<file path="src/rtl/csa_accum.sv">
module csa_accum #(
  parameter int IN_W      = 8,
  parameter int MAX_WORDS = 16,
  localparam int ACC_W    = IN_W + $clog2(MAX_WORDS)
) (
  input  logic             clk,
  input  logic             rst_n,
  input  logic             clr,
  input  logic             in_valid,
  input  logic [IN_W-1:0]  in_data,
  input  logic             resolve_req,
  output logic [ACC_W-1:0] sum_vec,
  output logic [ACC_W-1:0] carry_vec,
  output logic [ACC_W-1:0] result,
  output logic             done
);
  localparam int NG = (ACC_W + 3) / 4;
  localparam int PW = NG * 4;

  logic [ACC_W-1:0] ns, cy, ns_n, cy_n, cin;

  assign cin = {cy[ACC_W-2:0], 1'b0};

  for (genvar j = 0; j < ACC_W; j++) begin : g_cell
    if (j < IN_W) begin : g_full
      logic d;
      assign d       = in_valid & in_data[j];
      assign ns_n[j] = d ^ ns[j] ^ cin[j];
      assign cy_n[j] = (d & ns[j]) | (cin[j] & (d ^ ns[j]));
    end else begin : g_half
      assign ns_n[j] = ns[j] ^ cin[j];
      assign cy_n[j] = ns[j] & cin[j];
    end
  end

  always_ff @(posedge clk or negedge rst_n) begin
    if (!rst_n) begin
      ns <= '0;
      cy <= '0;
    end else if (clr) begin
      ns <= '0;
      cy <= '0;
    end else begin
      ns <= ns_n;
      cy <= cy_n;
    end
  end

  assign sum_vec   = ns;
  assign carry_vec = cy;

  logic [PW-1:0] op_a, op_b, tot;
  logic [NG:0]   cg;

  assign op_a  = PW'(ns);
  assign op_b  = PW'(cin);
  assign cg[0] = 1'b0;

  for (genvar k = 0; k < NG; k++) begin : g_grp
    logic [3:0] g, p, c;
    logic       gg, pg;
    assign g    = op_a[4*k +: 4] & op_b[4*k +: 4];
    assign p    = op_a[4*k +: 4] ^ op_b[4*k +: 4];
    assign c[0] = cg[k];
    assign c[1] = g[0] | (p[0] & cg[k]);
    assign c[2] = g[1] | (p[1] & g[0]) | (p[1] & p[0] & cg[k]);
    assign c[3] = g[2] | (p[2] & g[1]) | (p[2] & p[1] & g[0])
                | (p[2] & p[1] & p[0] & cg[k]);
    assign gg   = g[3] | (p[3] & g[2]) | (p[3] & p[2] & g[1])
                | (p[3] & p[2] & p[1] & g[0]);
    assign pg   = &p;
    assign cg[k+1]      = gg | (pg & cg[k]);
    assign tot[4*k +: 4] = p ^ c;
  end

  always_ff @(posedge clk or negedge rst_n) begin
    if (!rst_n) begin
      result <= '0;
      done   <= 1'b0;
    end else begin
      done <= resolve_req;
      if (resolve_req) result <= tot[ACC_W-1:0];
    end
  end
endmodule

</file>
<file path="config.mk">
export PLATFORM = sky130hd
export DESIGN_NAME = csa_accum
export DESIGN_NICKNAME = d
export VERILOG_FILES = /design/src/rtl/csa_accum.sv
export SDC_FILE = /design/constraint.sdc
export NUM_CORES = 1
export LEC_CHECK = 0
export BUFFER_PORTS_ARGS = -buffer_cell sky130_fd_sc_hd__buf_2
export CAP_MARGIN = 20
export CORE_MARGIN = 1
export CORE_UTILIZATION = 47
export CTS_CLUSTER_DIAMETER = 60
export CTS_CLUSTER_SIZE = 24
export DETAILED_ROUTE_END_ITERATION = 6
export PLACE_DENSITY = 0.72
export SETUP_SLACK_MARGIN = 0.1
export SLEW_MARGIN = 40
export SYNTH_ARGS = -nofsm -noshare
export SYNTH_HDL_FRONTEND = slang
export SYNTH_SLANG_ARGS = --single-unit
</file>
<file path="constraint.sdc">
create_clock -name clk -period 2.01 [get_ports clk]
set_input_delay 0 -clock clk [delete_from_list [all_inputs] [get_ports clk]]
set_output_delay 0 -clock clk [all_outputs]
set_load 0.005 [all_outputs]
</file>
==> impl_metrics.ini, run 1 <==
[outcome]
status = finished, violations left
violations = negative setup slack

[cts]
cts_sinks = 37
h-tree-depth = 2
root_buffer = clkbuf_8
clkTransAtPathRegs_ns = 0.07
clk-insertion-delay-late_ns = 0.28
cts_tree = done
cts_made_buffers = 5
cts_buffer_depth = 2

[synthesis]
synth_area_leader_cell = dfrtp_1
synth_cell_type_count = 32
synth_top_family_by_area = adder cells
synth-simple-area-share = 0.144
netlist_area_um2 = 1870
synth_xor_area_frac = 0.0188
synth_seq_cells = 37
synth-adder-area-share = 0.188
ys_warn_count = 0
synth_edf_count = 0
synth_area_per_cell_um2 = 12.4
netlist_instances = 150
yosysTopAreaCellShare = 0.496
synth_compound_area_frac = 0.0926
seq_area_frac_synth = 0.496
synthesis.nets = 185
ys_top_cells_by_area = dfrtp_1 50%, fa_1 11%, ha_1 8.0%, nor2b_1 7.0%, mux2_1 3.0%
yosys_most_used_dff = dfrtp_1
synth_mux_area_frac = 0.0362
postSynth.asyncResetShare = 1.00

[finish]
nets = 261
multi_input_area_um2 = 983
design_area_um2 = 2530
fin_cells = 275
regArea_um2 = 926
nFillCells = 293
drive_above_1_share = 0.410
syn_to_final_growth_pct = 35.5
final_common_cell = buf_2
antenna_cells = 0
final_util = 0.675
layout_common_cells = 48 x buf_2, 37 x dfrtp_1, 24 x buf_4

[power]
comb_power_share = 0.167
clkPwrFrac = 0.338
p_int_mw = 1.25
powerDensity_nw_per_um2 = 661
netSwitchingFraction = 0.253
finalPower_mw = 1.67
ir_drop_uv = 457
power.leakage_nw = 1.37
net-switching-power_uw = 423
p_seq_frac = 0.495

[timing]
fin_skew_ns = 0.00577
fin_ws_ns = -0.0602
period_share = 1.03
rsz0062_at_grt = true
holdWs_ns = 0.0153
worstMarginPinSlew_ns = 0.471
fmax_mhz = 483
maxSlewViolCount = 0
min_period_ns = 2.07
slew-limit-headroom = 0.686
final-setup-viol-count = 1
finalHoldViolations = 0

[routing]
routedWlPerCell_um = 14.5
viasPerCell = 5.06
drtIter0Drc = 73
drc_errors = 0
drtPass1Iterations = 5
totalWireLength_um = 4000
drtAntennaViolNets = 0
vias = 1392

[setup_path]
r2r_setup_slack_ns = -0.06
path_class = flip-flop to flip-flop
path_cells = ha_4 > a211oi_4 > o21ai_2 > a21oi_1 > o21bai_1 > fa_1 > mux2_4
r2r_cells = 7
crit_family = adder cells
crit_fanout = 2
critPathBufInv = 0
r2r_end = result[8]$_DFFE_PN0P_
required_ns = 2.18
crit_path_end_kind = flip-flop
r2r_start = carry_vec[1]$_DFF_PN0_
cp.arrival_ns = 2.24
worstSetupStartpointType = flip-flop
critical_path.max_stage_delay_ns = 0.44
slowest_stage = fa_1

[floorplan]
placementRows = 22
start_util = 0.498
die_x_um = 65
ios = 50
fp.dieH_um = 65
dieArea_um2 = 4230
core_region_area_um2 = 3740

[placed_design]
io_buffers = 49
placed_area_um2 = 2310
placed_cells = 261
globalplace.congestion = 0.806
hpwl_um = 2980

[grt]
grt_overflow = 0
grt_pass1_wl_um = 6890
grt_usage = 0.222
antenna_found_initial = 0
grt_max_degree = 38
grt_pass1_vias = 1449

[min_path]
min_from = resolve_req
hold_path_depth = 1
hold_end = done$_DFF_PN0_
hold_class = input pin to flip-flop

[job]
max_cap_violations = 0
kinds of logic after synthesis:
group / Yosys count
adder cells (fa/ha/maj): 22
AND/OR/NAND/NOR: 45
buffers and inverters: 11
AO/OA/AOI/OAI: 25
flip-flops: 37
multiplexers: 6
XOR/XNOR: 4
per-stage QoR:
step | setup slack [ns] | setup TNS, ns
floorplan | -0.0840 | -0.0878
global placement | -0.0526 | -0.0573
detailed placement | -0.157 | -0.294
CTS | -0.0692 | -0.0692
global route | -0.144 | -0.210
finish | -0.0602 | -0.0602
synthesized netlist by cell type, types with 2 or more instances:
library cell	n
nand4_1	2
fa_1	10
ha_1	12
and3_1	2
dfrtp_1	37
a211oi_1	2
a2111o_1	2
clkbuf_1	2
a21o_1	3
mux2_1	5
o31ai_1	2
nor2_1	4
o21ai_1	2
and2_1	8
inv_1	7
nor2b_1	21
a21oi_1	8
nand2_1	5
xnor2_1	3
worst max path at each step:
stage / startpoint / to / cells past startpoint
final: carry_vec[1]$_DFF_PN0_ / result[8]$_DFFE_PN0P_ / 7
after global routing: carry_vec[1]$_DFF_PN0_ / result[8]$_DFFE_PN0P_ / 7
after CTS: carry_vec[1]$_DFF_PN0_ / result[8]$_DFFE_PN0P_ / 7
after detailed placement: sum_vec[5]$_DFF_PN0_ / result[11]$_DFFE_PN0P_ / 6
after global placement: carry_vec[1]$_DFF_PN0_ / result[8]$_DFFE_PN0P_ / 7
after floorplan: carry_vec[1]$_DFF_PN0_ / result[8]$_DFFE_PN0P_ / 7
layer usage:
layer | global-route usage | up-vias | wire (µm)
met1 | 0.290 | 683 | 1770
li1 | - | 661 | -
met4 | 0.0833 | 0 | 57
met2 | 0.349 | 41 | 1990
met5 | 0 | - | 0
met3 | 0.0634 | 7 | 184
worst register-to-register path, delay by kind of cell (launching register included):
family	cells	cell delay [ns]
compound gates	4	0.57
mux	1	0.27
fa+ha+maj	2	0.70
flops	1	0.41
layout make-up:
class,count,area share
Timing Repair Buffer,73,0.170
Clock inverter,1,0.00198
Tap cell,48,0.0238
Clock buffer,7,0.0381
Sequential cell,37,0.366
Inverter,7,0.0104
Multi-Input combinational cell,102,0.389
power by group through the flow:
| stage | clock network, mW | registers [mW] | logic, mW |
|---|---|---|---|
| after global placement | 0 | 0.836 | 0.250 |
| after detailed placement | 0 | 0.840 | 0.264 |
| after floorplan | 0 | 0.852 | 0.110 |
| final | 0.565 | 0.828 | 0.279 |
| after global routing | 0.619 | 0.834 | 0.316 |
| after CTS | 0.574 | 0.829 | 0.279 |
timing repair:
item / 4_1_cts / 5_1_grt
pin swaps: 6 / 3
hold buffers: 1 / 0
hold endpoints to repair: 37 / 0
resized for setup: 8 / 1
setup endpoints to repair: 5 / 6
buffers inserted: 3 / 2
flip-flops by register name, summed over array words and instances (netlist names):
register,cells
carry_vec,12
result,12
sum_vec,12
done,1
Power figures use the tool's default switching activity.
==> run 2: changes to the inputs <==
- SKIP_CTS_REPAIR_TIMING: not set -> 1
- clock period: 2.01 -> 1.87 ns (I/O delays scaled with it)
==> impl_metrics.ini, run 2 (synthesis gave the netlist of run 1 again) <==
[min_path]
hold_class = input pin to flip-flop
hold_end = done$_DFF_PN0_
min_from = resolve_req
hold_path_depth = 1

[setup_path]
r2r_end = result[8]$_DFFE_PN0P_
path_cells = ha_4 > a211oi_2 > o21ai_2 > a21oi_2 > o21bai_1 > fa_1 > mux2_4
worstSetupStartpoint = carry_vec[1]$_DFF_PN0_
critical_path.max_stage_delay_ns = 0.44
crit_path_end_kind = flip-flop
cp.arrival_ns = 2.27
path_class = flip-flop to flip-flop
crit_fanout = 2
r2r_start = carry_vec[1]$_DFF_PN0_
slowest_stage = fa_1
worstSetupStartpointType = flip-flop
required_ns = 2.05
r2r_cells = 7
r2r_setup_slack_ns = -0.23

[outcome]
violations = negative setup slack
status = finished, violations left

[floorplan]
start_util = 0.498
dieArea_um2 = 4230
core_region_area_um2 = 3740
placementRows = 22
fp.dieH_um = 65
ios = 50
die_x_um = 65

[placed_design]
io_buffers = 49
pre_cts_slack_ns = -0.248
placed_cells = 265
globalplace.congestion = 0.768
hpwl_um = 3030
placed_area_um2 = 2400

[finish]
final_util = 0.689
drive_above_1_share = 0.433
syn_to_final_growth_pct = 38.2
design_area_um2 = 2580
nets = 265
final_common_cell = buf_2
antenna_cells = 0
layout_common_cells = 48 x buf_2, 36 x dfrtp_1, 27 x buf_4
fin_cells = 279

[timing]
finalHoldViolations = 0
min_period_ns = 2.10
slew-limit-headroom = 0.692
period_share = 1.12
fin_skew_ns = 0.00461
fin_ws_ns = -0.226
fmax_mhz = 477
rsz0062_at_grt = true
holdWs_ns = 0.00359
maxSlewViolCount = 0
final-setup-viol-count = 5
worstMarginPinSlew_ns = 0.463
fin_tns_setup_ns = -0.568

[grt]
grt_max_degree = 38
antenna_found_initial = 0
grt_pass1_wl_um = 7110
grt_pass1_vias = 1539
grt_usage = 0.229
grt_overflow = 0

[power]
comb_power_share = 0.182
p_int_mw = 1.29
ir_drop_uv = 473
p_seq_frac = 0.511
powerDensity_nw_per_um2 = 676
netSwitchingFraction = 0.261
power.leakage_nw = 1.36
finalPower_mw = 1.74
clkPwrFrac = 0.307
net-switching-power_uw = 455

[cts]
clk-insertion-delay-late_ns = 0.29
cts_tree = done
cts_buffer_depth = 2
cts_made_buffers = 5
cts_sinks = 37
h-tree-depth = 2
root_buffer = clkbuf_8
clkTransAtPathRegs_ns = 0.07

[routing]
vias = 1442
drtIter0Drc = 70
viasPerCell = 5.17
routedWlPerCell_um = 14.8
drtPass1Iterations = 4
totalWireLength_um = 4140
drtAntennaViolNets = 0
drc_errors = 0

[job]
max_cap_violations = 0
==> run 2: cell types whose count changed in the layout (fill, tap and decap cells not counted), sizes merged <==
cell / previous run / this run
buf: 72 / 76
clkbuf: 7 / 8
clkinv: 1 / 0
==> run 2: final cells by class <==
type	instances	area [µm²]
clock buffer	8	80.1
fill	277	1170
inverter	7	26.3
multi-input combinational	102	1020
sequential	37	927
tap	48	60.1
timing repair buffer	77	464
==> run 2: power groups by stage <==
stage	registers (mW)	logic, mW	clock network [mW]
3_3_place_gp	0.900	0.288	0
2_1_floorplan	0.920	0.125	0
4_1_cts	0.889	0.307	0.547
3_5_place_dp	0.903	0.304	0
6_report	0.890	0.318	0.536
5_1_grt	0.895	0.358	0.594
==> run 2: worst max-delay path by stage <==
| stage | to | depth (start not counted) |
|---|---|---|
| after floorplan | result[8]$_DFFE_PN0P_ | 7 |
| after global placement | result[8]$_DFFE_PN0P_ | 7 |
| after detailed placement | result[8]$_DFFE_PN0P_ | 7 |
| after CTS | result[8]$_DFFE_PN0P_ | 7 |
| after global routing | result[8]$_DFFE_PN0P_ | 7 |
| final | result[8]$_DFFE_PN0P_ | 7 |
==> run 2: layer usage <==
layer  GRT usage  up-vias  wire length [µm]
met3      0.0458        7               238
met2       0.384       45              2130
met4       0.133        0                76
met5           0        -                 0
met1       0.271      716              1690
li1            -      674                 -
==> run 2: critical path: cells and delay by family (launching register included) <==
family / cells / cell delay [ns]
adder cells (fa/ha/maj): 2 / 0.70
flip-flops: 1 / 0.42
multiplexers: 1 / 0.27
AO/OA/AOI/OAI: 4 / 0.60
==> run 3: changes to the inputs <==
- ABC_AREA: not set -> 1
- GPL_TIMING_DRIVEN: not set -> 0
==> impl_metrics.ini, run 3 <==
[floorplan]
ios = 50
fp.dieH_um = 66.0
start_util = 0.507
die_x_um = 66.0
placementRows = 22
dieArea_um2 = 4360
core_region_area_um2 = 3800

[cts]
cts_tree = done
clkTransAtPathRegs_ns = 0.07
h-tree-depth = 2
cts_sinks = 37
cts_buffer_depth = 2
root_buffer = clkbuf_8
cts_made_buffers = 5
clk-insertion-delay-late_ns = 0.29

[synthesis]
synth_top_family_by_area = simple AND/OR/NAND/NOR gates
synth_most_common_cell = nand2_1
synthesis.nets = 247
synth_seq_cells = 37
netlist_area_um2 = 1930
synth-simple-area-share = 0.187
synth_area_per_cell_um2 = 9.08
postSynth.asyncResetShare = 1.00
synth_xor_area_frac = 0.0136
synth-adder-area-share = 0.182
synth_mux_area_frac = 0
synth_compound_area_frac = 0.0292
synth_cell_type_count = 21
ys_top_cells_by_area = dfrtp_1 48%, fa_1 10%, nand2_1 10%, inv_1 8.4%, ha_1 7.8%
seq_area_frac_synth = 0.481
netlist_instances = 212
yosys_most_used_dff = dfrtp_1
synth_area_leader_cell = dfrtp_1
yosysTopAreaCellShare = 0.481
synth_commonest_cells = 52 x nand2_1, 43 x inv_1, 37 x dfrtp_1, 27 x nor2_1, 12 x ha_1
ys_warn_count = 0
synth_edf_count = 0

[power]
ir_drop_uv = 432
finalPower_mw = 1.82
p_seq_frac = 0.492
power.leakage_nw = 1.48
p_int_mw = 1.33
powerDensity_nw_per_um2 = 710
clkPwrFrac = 0.342
comb_power_share = 0.166
netSwitchingFraction = 0.269
net-switching-power_uw = 490

[timing]
maxSlewViolCount = 0
rsz0062_at_grt = true
fmax_mhz = 569
min_period_ns = 1.76
worstMarginPinSlew_ns = 0.557
fin_skew_ns = 0.00483
finalHoldViolations = 0
fin_ws_ns = 0.112
final-setup-viol-count = 0
slew-limit-headroom = 0.629
period_share = 0.940

[job]
max_cap_violations = 0

[outcome]
status = completed

[grt]
grt_overflow = 0
grt_pass1_wl_um = 6330
grt_max_degree = 38
grt_pass1_vias = 1454
grt_usage = 0.198
antenna_found_initial = 0

[setup_path]
required_ns = 2.04
path_class = flip-flop to flip-flop
path_cells = ha_4 > nand2_1 > nand3_4 > nand2_2 > nand2_2 > fa_2 > xnor2_2 > o21ai_1
r2r_cells = 8
critPathBufInv = 0
crit_family = adder cells
crit_path_end_kind = flip-flop
crit_fanout = 4
critical_path.max_stage_delay_ns = 0.43
worstSetupStartpointType = flip-flop
cp.arrival_ns = 1.93
crit_top_cell = nand2_2
slowest_stage = dfrtp_2
path_depth = 8

[routing]
viasPerCell = 4.67
drtIter0Drc = 53
drtPass1Iterations = 4
totalWireLength_um = 4130
drtAntennaViolNets = 0
vias = 1545
drc_errors = 0
routedWlPerCell_um = 12.5

[finish]
layout_common_cells = 49 x nand2_1, 47 x buf_2, 43 x inv_1
antenna_cells = 0
final_common_cell = nand2_1
syn_to_final_growth_pct = 33.3
nFillCells = 323
nets = 317
design_area_um2 = 2570
drive_above_1_share = 0.343
fin_cells = 331

[min_path]
hold_path_depth = 6
hold_class = input pin to flip-flop

[placed_design]
io_buffers = 48
hpwl_um = 2620
globalplace.congestion = 0.788
placed_cells = 308
placed_area_um2 = 2250
pre_cts_slack_ns = -0.00625
==> run 3: cell count changes in the layout (fill, tap and decap cells not counted), moves of 3 or more <==
cell | before | now
nor2_1 | 4 | 27
mux2_1 | 4 | 0
nand3_1 | 0 | 7
and2_1 | 8 | 0
nand2_2 | 0 | 4
dfrtp_2 | 1 | 10
inv_1 | 7 | 43
nor2b_1 | 21 | 0
dfrtp_1 | 36 | 27
o21ai_0 | 0 | 4
nand2_1 | 5 | 49
a21o_1 | 3 | 0
a21oi_1 | 7 | 2
buf_4 | 27 | 14
==> run 3: cell families after synthesis <==
logic type,count (synthesis)
simple gates,90
buf+inv,50
flops,37
fa+ha+maj,22
compound gates,10
xor+xnor,3
==> run 3: layer usage <==
metal | global-route usage | wire length (µm) | part of all wire | vias up
met3 | 0.0466 | 180 | 0.044 | 7
met2 | 0.323 | 2010 | 0.49 | 36
met5 | 0 | 0 | 0 | -
met4 | 0.0878 | 70 | 0.017 | 0
met1 | 0.250 | 1860 | 0.45 | 742
li1 | - | - | - | 760
==> run 3: area by class of cell <==
| type | instances | area, µm² | area share |
|---|---|---|---|
| plain buffers | 6 | 41.3 | 0.0161 |
| clock buffers | 7 | 96.3 | 0.0375 |
| clock inverters | 1 | 5.00 | 0.00195 |
| inverters | 44 | 165 | 0.0643 |
| multi-input cells | 125 | 898 | 0.350 |
| flip-flops and latches | 37 | 938 | 0.365 |
| well taps | 48 | 60.1 | 0.0234 |
| repair buffers | 63 | 363 | 0.141 |
==> run 3: power by group through the flow <==
| stage | logic [mW] | registers [mW] | clock network, mW |
|---|---|---|---|
| 2_1_floorplan | 0.130 | 0.913 | 0 |
| 3_3_place_gp | 0.238 | 0.910 | 0 |
| 3_5_place_dp | 0.245 | 0.913 | 0 |
| 4_1_cts | 0.249 | 0.898 | 0.618 |
| 5_1_grt | 0.348 | 0.902 | 0.673 |
| 6_report | 0.302 | 0.898 | 0.624 |
==> run 3: per-stage QoR <==
stage / hold WS, ns / utilization / TNS [ns]
global route: 0.209 / 0.676 / 0
global placement: 0.137 / 0.593 / 0
detailed placement: 0.132 / 0.593 / -0.00625
finish: 0.173 / 0.676 / 0
floorplan: -0.296 / - / 0
CTS: -0.179 / 0.620 / -0.0313
==> run 3: path summary, 6_finish.rpt <==
check,start,endpoint,slack [ns]
max reg2reg,carry_vec[2]$_DFF_PN0_,result[9]$_DFFE_PN0P_,0.11
min reg2reg,result[0]$_DFFE_PN0P_,result[0]$_DFFE_PN0P_,0.48
max in group asynchronous,rst_n,carry_vec[6]$_DFF_PN0_,1.31
max,carry_vec[2]$_DFF_PN0_,result[9]$_DFFE_PN0P_,0.11
min,in_data[7],sum_vec[7]$_DFF_PN0_,0.17
min in group asynchronous,rst_n,sum_vec[3]$_DFF_PN0_,0.20
==> run 3: worst reg2reg max path, cell delays in order (launching register included) <==
cell and delay (ns):
dfrtp_2 0.43, ha_4 0.26, nand2_1 0.11, nand3_4 0.12, nand2_2 0.09, nand2_2 0.07, fa_2 0.37, xnor2_2 0.13
o21ai_1 0.07
